$ cat config.mk
export PLATFORM = sky130hd
export DESIGN_NAME = ptimer
export DESIGN_NICKNAME = d
export VERILOG_FILES = /design/src/rtl/ptimer_pkg.sv /design/src/rtl/ptimer_prescaler.sv /design/src/rtl/ptimer_counter.sv /design/src/rtl/ptimer_regs.sv /design/src/rtl/ptimer.sv
export SDC_FILE = /design/constraint.sdc
export NUM_CORES = 1
export LEC_CHECK = 0
export BUFFER_PORTS_ARGS = -buffer_cell sky130_fd_sc_hd__buf_4
export CAP_MARGIN = 10
export CORE_AREA = 3 3 58 114
export CTS_CLUSTER_DIAMETER = 120
export DETAILED_ROUTE_END_ITERATION = 8
export DIE_AREA = 0 0 61 117
export PLACE_DENSITY = 0.65
export SYNTH_ARGS = -nofsm -noshare
export SYNTH_HDL_FRONTEND = slang
export SYNTH_SLANG_ARGS = --single-unit
$ cat constraint.sdc
create_clock -name clk -period 3.6 [get_ports clk]
set_input_delay 0.18 -clock clk [delete_from_list [all_inputs] [get_ports clk]]
set_output_delay 0.18 -clock clk [all_outputs]
set_load 0.05 [all_outputs]
$ cat src/rtl/ptimer_pkg.sv
package ptimer_pkg;

    // Prescaler tap select width; prescaler counter width follows from it
    localparam int PS_SEL_W = 3;
    localparam int PS_W     = (1 << PS_SEL_W) - 1;

    typedef enum logic [1:0] {
        MODE_OFF = 2'b00,
        MODE_EVT = 2'b01,
        MODE_TMR = 2'b10,
        MODE_RSV = 2'b11
    } tmr_mode_e;

    typedef struct packed {
        tmr_mode_e             mode;    // [7:6]
        logic                  rsv5;    // [5]
        logic                  start;   // [4]
        logic                  rsv3;    // [3]
        logic [PS_SEL_W-1:0]   ps_sel;  // [2:0]
    } tmr_ctrl_t;

    typedef enum logic [1:0] {
        ADDR_LO   = 2'd0,
        ADDR_HI   = 2'd1,
        ADDR_CTRL = 2'd2,
        ADDR_NONE = 2'd3
    } reg_addr_e;

    // Low "sel" bits set: tick fires when these prescaler bits are all ones
    function automatic logic [PS_W-1:0] tap_mask(input logic [PS_SEL_W-1:0] sel);
        return PS_W'((32'd1 << sel) - 32'd1);
    endfunction

endpackage

$ cat src/rtl/ptimer_prescaler.sv
module ptimer_prescaler
    import ptimer_pkg::*;
(
    input  logic                clk,
    input  logic                rst,
    input  logic                run,
    input  logic                tick_en,
    input  logic [PS_SEL_W-1:0] sel,
    output logic                tick
);

    logic [PS_W-1:0] ps_q;
    logic [PS_W-1:0] mask;

    assign mask = tap_mask(sel);
    assign tick = run && tick_en && ((ps_q & mask) == mask);

    always_ff @(posedge clk) begin
        if (rst || !run) begin
            ps_q <= '0;
        end else if (tick_en) begin
            ps_q <= ps_q + 1'b1;
        end
    end


    ps_hold_chk: assert property (@(posedge clk) disable iff (rst)
        (run && !tick_en) |=> (ps_q == $past(ps_q)));

endmodule

$ cat src/rtl/ptimer_counter.sv
module ptimer_counter #(
    parameter int CNT_W = 16
) (
    input  logic             clk,
    input  logic             rst,
    input  logic             tick,
    input  logic             load_now,
    input  logic [CNT_W-1:0] load_val,
    input  logic [CNT_W-1:0] reload,
    output logic [CNT_W-1:0] cnt_q,
    output logic             ovf_q
);

    localparam logic [CNT_W-1:0] CNT_MAX = {CNT_W{1'b1}};

    logic wrap;
    logic armed;

    assign wrap = tick && (cnt_q == CNT_MAX);

    always_ff @(posedge clk) begin
        if (rst) begin
            cnt_q <= '0;
            ovf_q <= 1'b0;
        end else begin
            ovf_q <= wrap;
            if (load_now) begin
                cnt_q <= load_val;
            end else if (wrap) begin
                cnt_q <= reload;
            end else if (tick) begin
                cnt_q <= cnt_q + 1'b1;
            end
        end
    end

    always_ff @(posedge clk) begin
        if (rst) armed <= 1'b0;
        else     armed <= 1'b1;
    end


    reload_on_wrap_chk: assert property (@(posedge clk) disable iff (rst || !armed)
        ovf_q |-> (cnt_q == $past(reload)));


    ovf_needs_tick_chk: assert property (@(posedge clk) disable iff (rst || !armed)
        ovf_q |-> $past(tick));


    cnt_hold_chk: assert property (@(posedge clk) disable iff (rst || !armed)
        (!$past(tick) && !$past(load_now)) |-> $stable(cnt_q));

endmodule

$ cat src/rtl/ptimer_regs.sv
module ptimer_regs
    import ptimer_pkg::*;
#(
    parameter int CNT_W = 16
) (
    input  logic             clk,
    input  logic             rst,
    input  logic             we,
    input  logic [1:0]       addr,
    input  logic [7:0]       wdata,
    input  logic [CNT_W-1:0] cnt,
    output logic [7:0]       rdata,
    output tmr_ctrl_t        ctrl,
    output logic             running,
    output logic [CNT_W-1:0] reload_q,
    output logic             commit,
    output logic [CNT_W-1:0] commit_val
);

    localparam bit WIDE = (CNT_W > 8);

    logic [7:0] hi_byte;
    logic       ctrl_wr;

    assign ctrl_wr = we && (addr == ADDR_CTRL);
    assign running = ctrl.start && (ctrl.mode == MODE_TMR);

    generate
        if (WIDE) begin : g_wide
            logic [7:0] lo_stage;

            assign commit     = we && (addr == ADDR_HI);
            assign commit_val = {wdata[CNT_W-9:0], lo_stage};
            assign hi_byte    = 8'(cnt[CNT_W-1:8]);

            always_ff @(posedge clk) begin
                if (rst) begin
                    lo_stage <= '0;
                end else if (we && (addr == ADDR_LO)) begin
                    lo_stage <= wdata;
                end
            end


            lo_only_chk: assert property (@(posedge clk) disable iff (rst)
                (we && (addr == ADDR_LO)) |=> (reload_q == $past(reload_q)));
        end else begin : g_narrow
            assign commit     = we && (addr == ADDR_LO);
            assign commit_val = wdata[CNT_W-1:0];
            assign hi_byte    = 8'h00;
        end
    endgenerate

    always_ff @(posedge clk) begin
        if (rst) begin
            reload_q <= '0;
        end else if (commit) begin
            reload_q <= commit_val;
        end
    end

    always_ff @(posedge clk) begin
        if (rst) begin
            ctrl <= '0;
        end else if (ctrl_wr) begin
            ctrl.start <= wdata[4];
            if (!running) begin
                ctrl.mode   <= tmr_mode_e'(wdata[7:6]);
                ctrl.ps_sel <= wdata[PS_SEL_W-1:0];
            end
        end
    end

    always_comb begin
        case (reg_addr_e'(addr))
            ADDR_LO:   rdata = cnt[7:0];
            ADDR_HI:   rdata = hi_byte;
            ADDR_CTRL: rdata = ctrl;
            default:   rdata = 8'h00;
        endcase
    end


    mode_lock_chk: assert property (@(posedge clk) disable iff (rst)
        (running && ctrl_wr) |=> ((ctrl.mode == $past(ctrl.mode)) &&
                                  (ctrl.ps_sel == $past(ctrl.ps_sel))));

endmodule

$ cat src/rtl/ptimer.sv
module ptimer
    import ptimer_pkg::*;
#(
    parameter int CNT_W = 16
) (
    input  logic       clk,
    input  logic       rst,
    input  logic       tick_en,
    input  logic       bus_we,
    input  logic [1:0] bus_addr,
    input  logic [7:0] bus_wdata,
    output logic [7:0] bus_rdata,
    output logic       ovf_irq
);

    tmr_ctrl_t        ctrl;
    logic             running;
    logic             tick;
    logic             commit;
    logic [CNT_W-1:0] commit_val;
    logic [CNT_W-1:0] reload_q;
    logic [CNT_W-1:0] cnt_q;

    ptimer_regs #(.CNT_W(CNT_W)) u_regs (
        .clk        (clk),
        .rst        (rst),
        .we         (bus_we),
        .addr       (bus_addr),
        .wdata      (bus_wdata),
        .cnt        (cnt_q),
        .rdata      (bus_rdata),
        .ctrl       (ctrl),
        .running    (running),
        .reload_q   (reload_q),
        .commit     (commit),
        .commit_val (commit_val)
    );

    ptimer_prescaler u_ps (
        .clk     (clk),
        .rst     (rst),
        .run     (running),
        .tick_en (tick_en),
        .sel     (ctrl.ps_sel),
        .tick    (tick)
    );

    ptimer_counter #(.CNT_W(CNT_W)) u_cnt (
        .clk      (clk),
        .rst      (rst),
        .tick     (tick),
        .load_now (commit && !running),
        .load_val (commit_val),
        .reload   (reload_q),
        .cnt_q    (cnt_q),
        .ovf_q    (ovf_irq)
    );

endmodule

==> flow_metrics.py, run 1 <==
metrics = {
    "status": {
        "outcome": "complete, no violations",
    },
    "timing": {
        "maxSlewHeadroom": 0.3923,
        "max_freq_mhz": 313.1,
        "rsz0062_at_grt": "no",
        "finalHoldViolations": 0,
        "setup_viol": 0,
        "skew_ps": 7.027,
        "fin_crit_sh": 0.8873,
        "fin_crit_ps": 3194,
        "finalSetupTns_ps": 0,
        "drv_slew": 0,
        "tightestPinTransition_ps": 909.6,
    },
    "placed_design": {
        "dp.cells": 423,
        "post_dp_cell_area_sq_um": 3000,
        "hpwl_mm": 5.836,
        "numPortBuffers": 22,
        "gp_congestion": 0.9249,
    },
    "yosys": {
        "ys_seq_area_frac": 0.3826,
        "synth-compound-area-share": 0.1532,
        "synthMuxAreaShare": 0.09566,
        "ys_ff_latch": 54,
        "synth.cell_area_sq_um": 2825,
        "ys.flop_type": "dfxtp_1",
        "synthCells": 359,
        "ys_warn_count": 0,
        "synthAdderAreaFrac": 0.01329,
        "synth_nets": 376,
        "synth_top_family_by_area": "simple AND/OR/NAND/NOR gates",
        "yosys.area_share.simple": 0.2538,
        "synth_edf_count": 0,
        "synthXorXnorAreaFrac": 0.05270,
        "synth.avg_cell_area_sq_um": 7.870,
        "yosysUniqueCellTypes": 38,
        "synthArstFlopShare": 0,
    },
    "cts": {
        "postCtsSetupRepairBufs": 0,
        "root_buffer": "clkbuf_16",
        "cts_max_level": 2,
        "cts_tree": "yes",
        "cts_sinks": 54,
        "cts_hold_buffers": 0,
        "cts_resized": 0,
        "clkSlewWorstSetupHoldPaths_ps": 70,
        "clock_latency_ps": 300,
        "cts_buffers": 5,
        "clock_path_buffers": 2,
    },
    "finish": {
        "fin_nets": 386,
        "design_area_sq_um": 3167,
        "final_core_util": 0.5454,
        "antenna_cells": 0,
        "syn_to_final_growth_pct": 12.09,
        "drive_gt1_frac": 0.1027,
        "fill_cells": 565,
        "instances_no_fill": 431,
    },
    "critical_path": {
        "slowest_stage": "or4_1",
        "timing.rr.start": "u_regs.ctrl[2]",
        "critPathLaunch": "u_regs.ctrl[2]",
        "startpoint_type": "register",
        "critical_path_required_ps": 3760,
        "cp-end-kind": "register",
        "crit_chain": "nor3_1, inv_1, ha_1, o21ai_0, a311o_1, or4_1, o21ai_1, o221ai_1",
        "max_stage_delay_ps": 820,
        "worstSetupPathType": "register to register",
        "r2r_slack_ps": 410,
        "crit_arrival_ps": 3360,
        "cp_max_fo": 18,
    },
    "route": {
        "routed_wl_mm": 7.875,
        "drt_iter0_markers": 174,
        "first_pass_iters": 4,
        "wl_per_cell_microns": 18.27,
        "vias": 2593,
        "ant_nets": 0,
        "drc": 0,
        "routed_via_density": 6.016,
    },
    "floorplan": {
        "coreArea_sq_um": 5807,
        "die-area_sq_um": 7137,
        "die_w_microns": 61,
        "dieHeight_microns": 117,
        "start_util": 0.4865,
        "num_rows": 39,
        "pin_count": 23,
    },
    "power_and_ir_drop": {
        "finalPower_w": 0.001290,
        "power.leakage_nw": 1.103,
        "power.ir.vdd_worst_mv": 0.4191,
        "power_density_nw_per_um2": 407.3,
    },
    "grt": {
        "grt.total_usage": 0.2496,
        "grt_start_max_net_pins": 45,
        "first_global_vias": 2519,
        "grt_antenna_before_repair": 0,
        "grt_pass1_wl_mm": 12.90,
        "grt_overflow": 0,
    },
    "flow_run": {
        "maxCapViolCount": 0,
    },
    "hold_path": {
        "holdCritStartpoint": "bus_wdata[3]",
        "worst_hold_path_type": "input pin to register",
    },
}
## layer usage
| layer | GRT usage | routed length, microns | up-vias |
|---|---|---|---|
| met3 | 0.04391 | 386 | 28 |
| met5 | 0 | 0 | - |
| met4 | 0.1896 | 612 | 0 |
| li1 | - | - | 1275 |
| met2 | 0.4174 | 3889 | 87 |
| met1 | 0.2670 | 2986 | 1203 |
## metrics by stage
step | hold slack, ps | worst slack, ps
6_report | 130.6 | 405.8
5_1_grt | 131.6 | 133.3
4_1_cts | 128.1 | 463.7
3_5_place_dp | 439.9 | 468.8
3_3_place_gp | 430.4 | 572.0
2_1_floorplan | 296.0 | 851.8
## critical path: cells and delay by family (launching register included)
family / cells / cell delay, ps
AOI/OAI and AO/OA: 4 / 1210
and+or+nand+nor: 2 / 1100
DFF: 1 / 410
adders and majority gates: 1 / 270
buffers and inverters: 1 / 70
## worst paths after layout
kind | endpoint | depth (start not counted)
max | u_cnt.cnt_q[9] | 8
min | u_cnt.cnt_q[11] | 3
max reg2reg | u_cnt.cnt_q[9] | 8
min reg2reg | u_regs.reload_q[0] | 2
## cell families (layout without fill, tap and decap cells)
kind of cell             count (synthesis)  in the layout
AND/OR/NAND/NOR                        154            154
flip-flops                              54             54
buffers and inverters                   34             45
adder cells (fa/ha/maj)                  3              3
multiplexers                            27             27
XOR/XNOR                                17             17
AO/OA/AOI/OAI                           70             70
## layout make-up
cell class / count / area [sq um] / share of cell area
multi-input cells: 271 / 1607 / 0.5073
flip-flops and latches: 54 / 1081 / 0.3414
repair buffers: 26 / 195.2 / 0.06164
clock buffers: 6 / 128.9 / 0.04070
well taps: 61 / 76.32 / 0.02410
inverters: 11 / 41.29 / 0.01304
clock inverters: 2 / 37.54 / 0.01185
## cell usage after synthesis (all sizes together) (2+ instances only)
master / number / area share
or4: 3 / 0.0080
nand3: 5 / 0.0089
xor2: 6 / 0.019
a211o: 3 / 0.0093
dfxtp: 54 / 0.38
nor3: 6 / 0.011
clkbuf: 16 / 0.021
nand4: 5 / 0.011
a31oi: 10 / 0.022
nand3b: 4 / 0.011
or3b: 2 / 0.0062
nor4: 6 / 0.013
o211ai: 8 / 0.021
inv: 11 / 0.015
nand2: 75 / 0.10
or3: 7 / 0.015
o21ai: 12 / 0.021
mux2i: 27 / 0.096
buf: 7 / 0.013
xnor2: 11 / 0.034
and3b: 2 / 0.0062
ha: 3 / 0.013
or2: 3 / 0.0066
a21oi: 27 / 0.048
nor3b: 2 / 0.0053
o221ai: 8 / 0.025
nor2: 29 / 0.039
## power breakdown
part	total, W	internal, W	switching (W)
Sequential	0.000624	0.000610	0.0000138
Clock	0.000553	0.000329	0.000224
Combinational	0.000113	0.0000409	0.0000721
## flip-flops by register name, summed over array words and instances (netlist names)
name and cells:
u_cnt.cnt_q 16, u_cnt.ovf_q 1, u_ps.ps_q 7, u_regs.ctrl 6, u_regs.g_wide.lo_stage 8, u_regs.reload_q 16
## cells in the final DEF, fill, tap and decap left out, drive strengths merged
cell | netlist | routed
bufinv | 0 | 1
or2 | 3 | 3
nand2 | 75 | 75
a211o | 3 | 3
nor2 | 29 | 29
or4 | 3 | 3
nand3 | 5 | 5
o221ai | 8 | 8
buf | 7 | 26
or3b | 2 | 2
a31oi | 10 | 10
clkbuf | 16 | 6
xnor2 | 11 | 11
nor4 | 6 | 6
or4b | 1 | 1
o211ai | 8 | 8
nor4b | 1 | 1
nand2b | 1 | 1
ha | 3 | 3
o21ai | 12 | 12
a21oi | 27 | 27
nor3 | 6 | 6
nand3b | 4 | 4
mux2i | 27 | 27
or3 | 7 | 7
o311ai | 1 | 1
and2 | 1 | 1
nand4 | 5 | 5
and3b | 2 | 2
nor3b | 2 | 2
nor2b | 1 | 1
xor2 | 6 | 6
clkinvlp | 0 | 1
a311o | 1 | 1
dfxtp | 54 | 54
inv | 11 | 11
Power figures use the tool's default switching activity.
==> inputs of run 2 (changes only) <==
- ABC_AREA: not set -> 1
- CORE_AREA: 3 3 58 114 -> 3 3 60 118
- DIE_AREA: 0 0 61 117 -> 0 0 63 121
==> run 2 against run 1 <==
Compared with the run above:
- total power fell by 2.8%
- via count rose by 9.7%
- non-clock buffer count fell by 2
- register-to-register slack improved by 640 ps
- critical endpoint is now u_cnt.cnt_q[7]
- largest cell class unchanged
- highest routed layer unchanged
==> flow_metrics.py, run 2 <==
metrics = {
    "cts": {
        "cts_buffers": 5,
        "clock_latency_ps": 290,
        "cts_max_level": 2,
        "cts_resized": 0,
        "postCtsSetupRepairBufs": 0,
        "clock_path_buffers": 2,
        "cts_sinks": 54,
        "cts_hold_buffers": 0,
        "cts_tree": "yes",
        "root_buffer": "clkbuf_16",
        "clkSlewWorstSetupHoldPaths_ps": 70,
    },
    "grt": {
        "use_met2": 0.4077,
        "grt_pass1_wl_mm": 12.68,
        "met1_usage": 0.2272,
        "first_global_vias": 2653,
        "grt_start_max_net_pins": 33,
        "grt_overflow": 0,
        "grt.total_usage": 0.2133,
        "grt_use_met3": 0.03336,
        "grt_antenna_before_repair": 0,
        "gr-max-usage-layer": "met2",
    },
    "power_and_ir_drop": {
        "clockPowerShare": 0.392,
        "p_switching_w": 0.0003158,
        "power_frac_comb": 0.103,
        "power_density_nw_per_um2": 371.2,
        "finalPower_w": 0.001253,
        "power.leakage_nw": 1.359,
        "power.ir.vdd_worst_mv": 0.4216,
        "cell_internal_pwr_w": 0.0009376,
        "p_sw_frac": 0.2520,
        "p_seq_frac": 0.506,
    },
    "hold_path": {
        "holdCritStartpoint": "rst",
        "worst_hold_path_type": "input pin to register",
    },
    "yosys": {
        "ys.flop_type": "dfxtp_1",
        "synth.area.top_cells": "dfxtp_1 36%, nand2_1 13%, inv_1 7.3%",
        "synthCells": 447,
        "synth_top_area_cell": "dfxtp_1",
        "synth.cell_area_sq_um": 3043,
        "ys_ff_latch": 54,
        "synth_top_area_frac": 0.3553,
        "yosysUniqueCellTypes": 30,
        "synth_nets": 464,
        "synth.avg_cell_area_sq_um": 6.807,
        "ys_warn_count": 0,
        "synth_edf_count": 0,
        "synth_common_cells": "105 x nand2_1, 59 x inv_1, 54 x dfxtp_1, 46 x nor2_1, 33 x o21ai_0",
        "yosysMostFrequentCell": "nand2_1",
        "synthArstFlopShare": 0,
        "ys_seq_area_frac": 0.3553,
    },
    "timing": {
        "max_freq_mhz": 390.9,
        "finalHoldViolations": 0,
        "rsz0062_at_grt": "no",
        "finalSetupTns_ps": 0,
        "maxSlewHeadroom": 0.5257,
        "drv_slew": 0,
        "setup_viol": 0,
        "skew_ps": 2.252,
        "fin_crit_ps": 2558,
        "fin_crit_sh": 0.7106,
        "tightestPinTransition_ps": 708.9,
    },
    "critical_path": {
        "max_stage_delay_ps": 510,
        "cp-end-kind": "register",
        "startpoint_type": "register",
        "crit_arrival_ps": 2750,
        "crit_chain": "nor2_2, nand2_1, ha_1, nor2_1, nor2_1, nand2_1, nor2_2, nand2_1, nor2_4, nor2_2, nand2_1, nand3_1, and2_1",
        "path_buf_inv": 0,
        "timing.rr.start": "u_regs.ctrl[1]",
        "critical-path-top-delay-family": "simple AND/OR/NAND/NOR gates",
        "critical_path_required_ps": 3790,
        "worstSetupPathType": "register to register",
        "slowest_stage": "nor2_4",
        "cp_max_fo": 21,
        "critPathLaunch": "u_regs.ctrl[1]",
        "critPathMostFrequentCell": "nand2_1",
    },
    "placed_design": {
        "hpwl_mm": 6.101,
        "numPortBuffers": 22,
        "dp.cells": 542,
        "gp_congestion": 0.8956,
    },
    "route": {
        "wl_per_cell_microns": 14.15,
        "routed_via_density": 5.173,
        "first_pass_iters": 4,
        "drt_iter0_markers": 121,
        "routed_wl_mm": 7.785,
        "ant_nets": 0,
        "drc": 0,
        "vias": 2845,
    },
    "finish": {
        "antenna_cells": 0,
        "layout_common_cells": "105 x nand2_1, 59 x inv_1, 54 x dfxtp_1",
        "drive_gt1_frac": 0.1250,
        "instances_no_fill": 550,
        "reg_top3": "u_cnt.cnt_q x16, u_regs.reload_q x16, u_regs.g_wide.lo_stage x8",
        "final_core_util": 0.5352,
        "fin_nets": 480,
        "final_common_cell": "nand2_1",
        "syn_to_final_growth_pct": 10.98,
    },
    "floorplan": {
        "pin_count": 23,
        "coreArea_sq_um": 6310,
        "die-area_sq_um": 7623,
        "num_rows": 41,
        "die_w_microns": 63,
        "start_util": 0.4823,
        "dieHeight_microns": 121,
    },
    "flow_run": {
        "maxCapViolCount": 0,
    },
    "status": {
        "outcome": "complete, no violations",
    },
}
## run 2: cell types whose count changed in the layout (fill, tap and decap cells not counted), moves of 7 or more
| cell | before | now |
|---|---|---|
| a31oi_1 | 10 | 0 |
| and2_1 | 1 | 10 |
| inv_1 | 11 | 59 |
| mux2i_1 | 27 | 0 |
| nand2_1 | 75 | 105 |
| nand3_1 | 5 | 28 |
| nor2_1 | 29 | 46 |
| o211ai_2 | 0 | 10 |
| o21ai_0 | 11 | 33 |
| or3_1 | 7 | 0 |
| xnor2_1 | 11 | 1 |
## run 2: cells by family after synthesis
| family | synth area share |
|---|---|
| flops | 0.3553 |
| compound gates | 0.1801 |
| buf+inv | 0.1123 |
| fa+ha+maj | 0.01234 |
| xor+xnor | 0.02878 |
| simple gates | 0.3113 |
## run 2: layout make-up
| type | count | area (sq um) |
|---|---|---|
| Tap cell | 86 | 107.6 |
| Clock inverter | 1 | 5.005 |
| Inverter | 64 | 240.2 |
| Timing Repair Buffer | 24 | 180.2 |
| Fill cell | 674 | 2933 |
| Clock buffer | 7 | 142.6 |
| Sequential cell | 54 | 1081 |
| Multi-Input combinational cell | 314 | 1620 |
## run 2: final timing paths
check / slack [ps] / endpoint / cells past startpoint
hold reg to reg: 450 / u_regs.reload_q[4] / 2
setup reg to reg: 1040 / u_cnt.cnt_q[7] / 13
hold / removal: 130 / u_cnt.cnt_q[15] / 2
setup / recovery: 1040 / u_cnt.cnt_q[7] / 13
## run 2: stage by stage
stage	area (sq um)	setup slack [ps]	hold slack [ps]
after CTS	3377	1015	130.5
after global routing	3377	788.3	129.2
after floorplan	3043	1728	314.9
after detailed placement	3229	1029	438.0
after global placement	3229	1110	429.6
final	3377	1042	130.1
## run 2: worst register-to-register path, cell delays in order (launching register included)
cell     delay (ps)
dfxtp_1         390
nor2_2          160
nand2_1         100
ha_1            290
nor2_1           40
nor2_1           90
nand2_1          70
nor2_2          130
nand2_1         100
nor2_4          510
nor2_2          260
nand2_1         130
nand3_1          70
and2_1          140
## run 2: metal layers
| layer | routed length [microns] | part of all wire |
|---|---|---|
| met1 | 3133 | 0.40 |
| met2 | 4236 | 0.54 |
| met3 | 222 | 0.029 |
| met4 | 192 | 0.025 |
| met5 | 0 | 0 |
## run 2: power by group through the flow
stage | Combinational (W) | Clock [W] | Sequential, W
2_1_floorplan | 0.0000884 | 0 | 0.000643
3_3_place_gp | 0.000126 | 0 | 0.000647
3_5_place_dp | 0.000129 | 0 | 0.000648
4_1_cts | 0.000129 | 0.000501 | 0.000634
5_1_grt | 0.000146 | 0.000523 | 0.000636
6_report | 0.000129 | 0.000491 | 0.000634
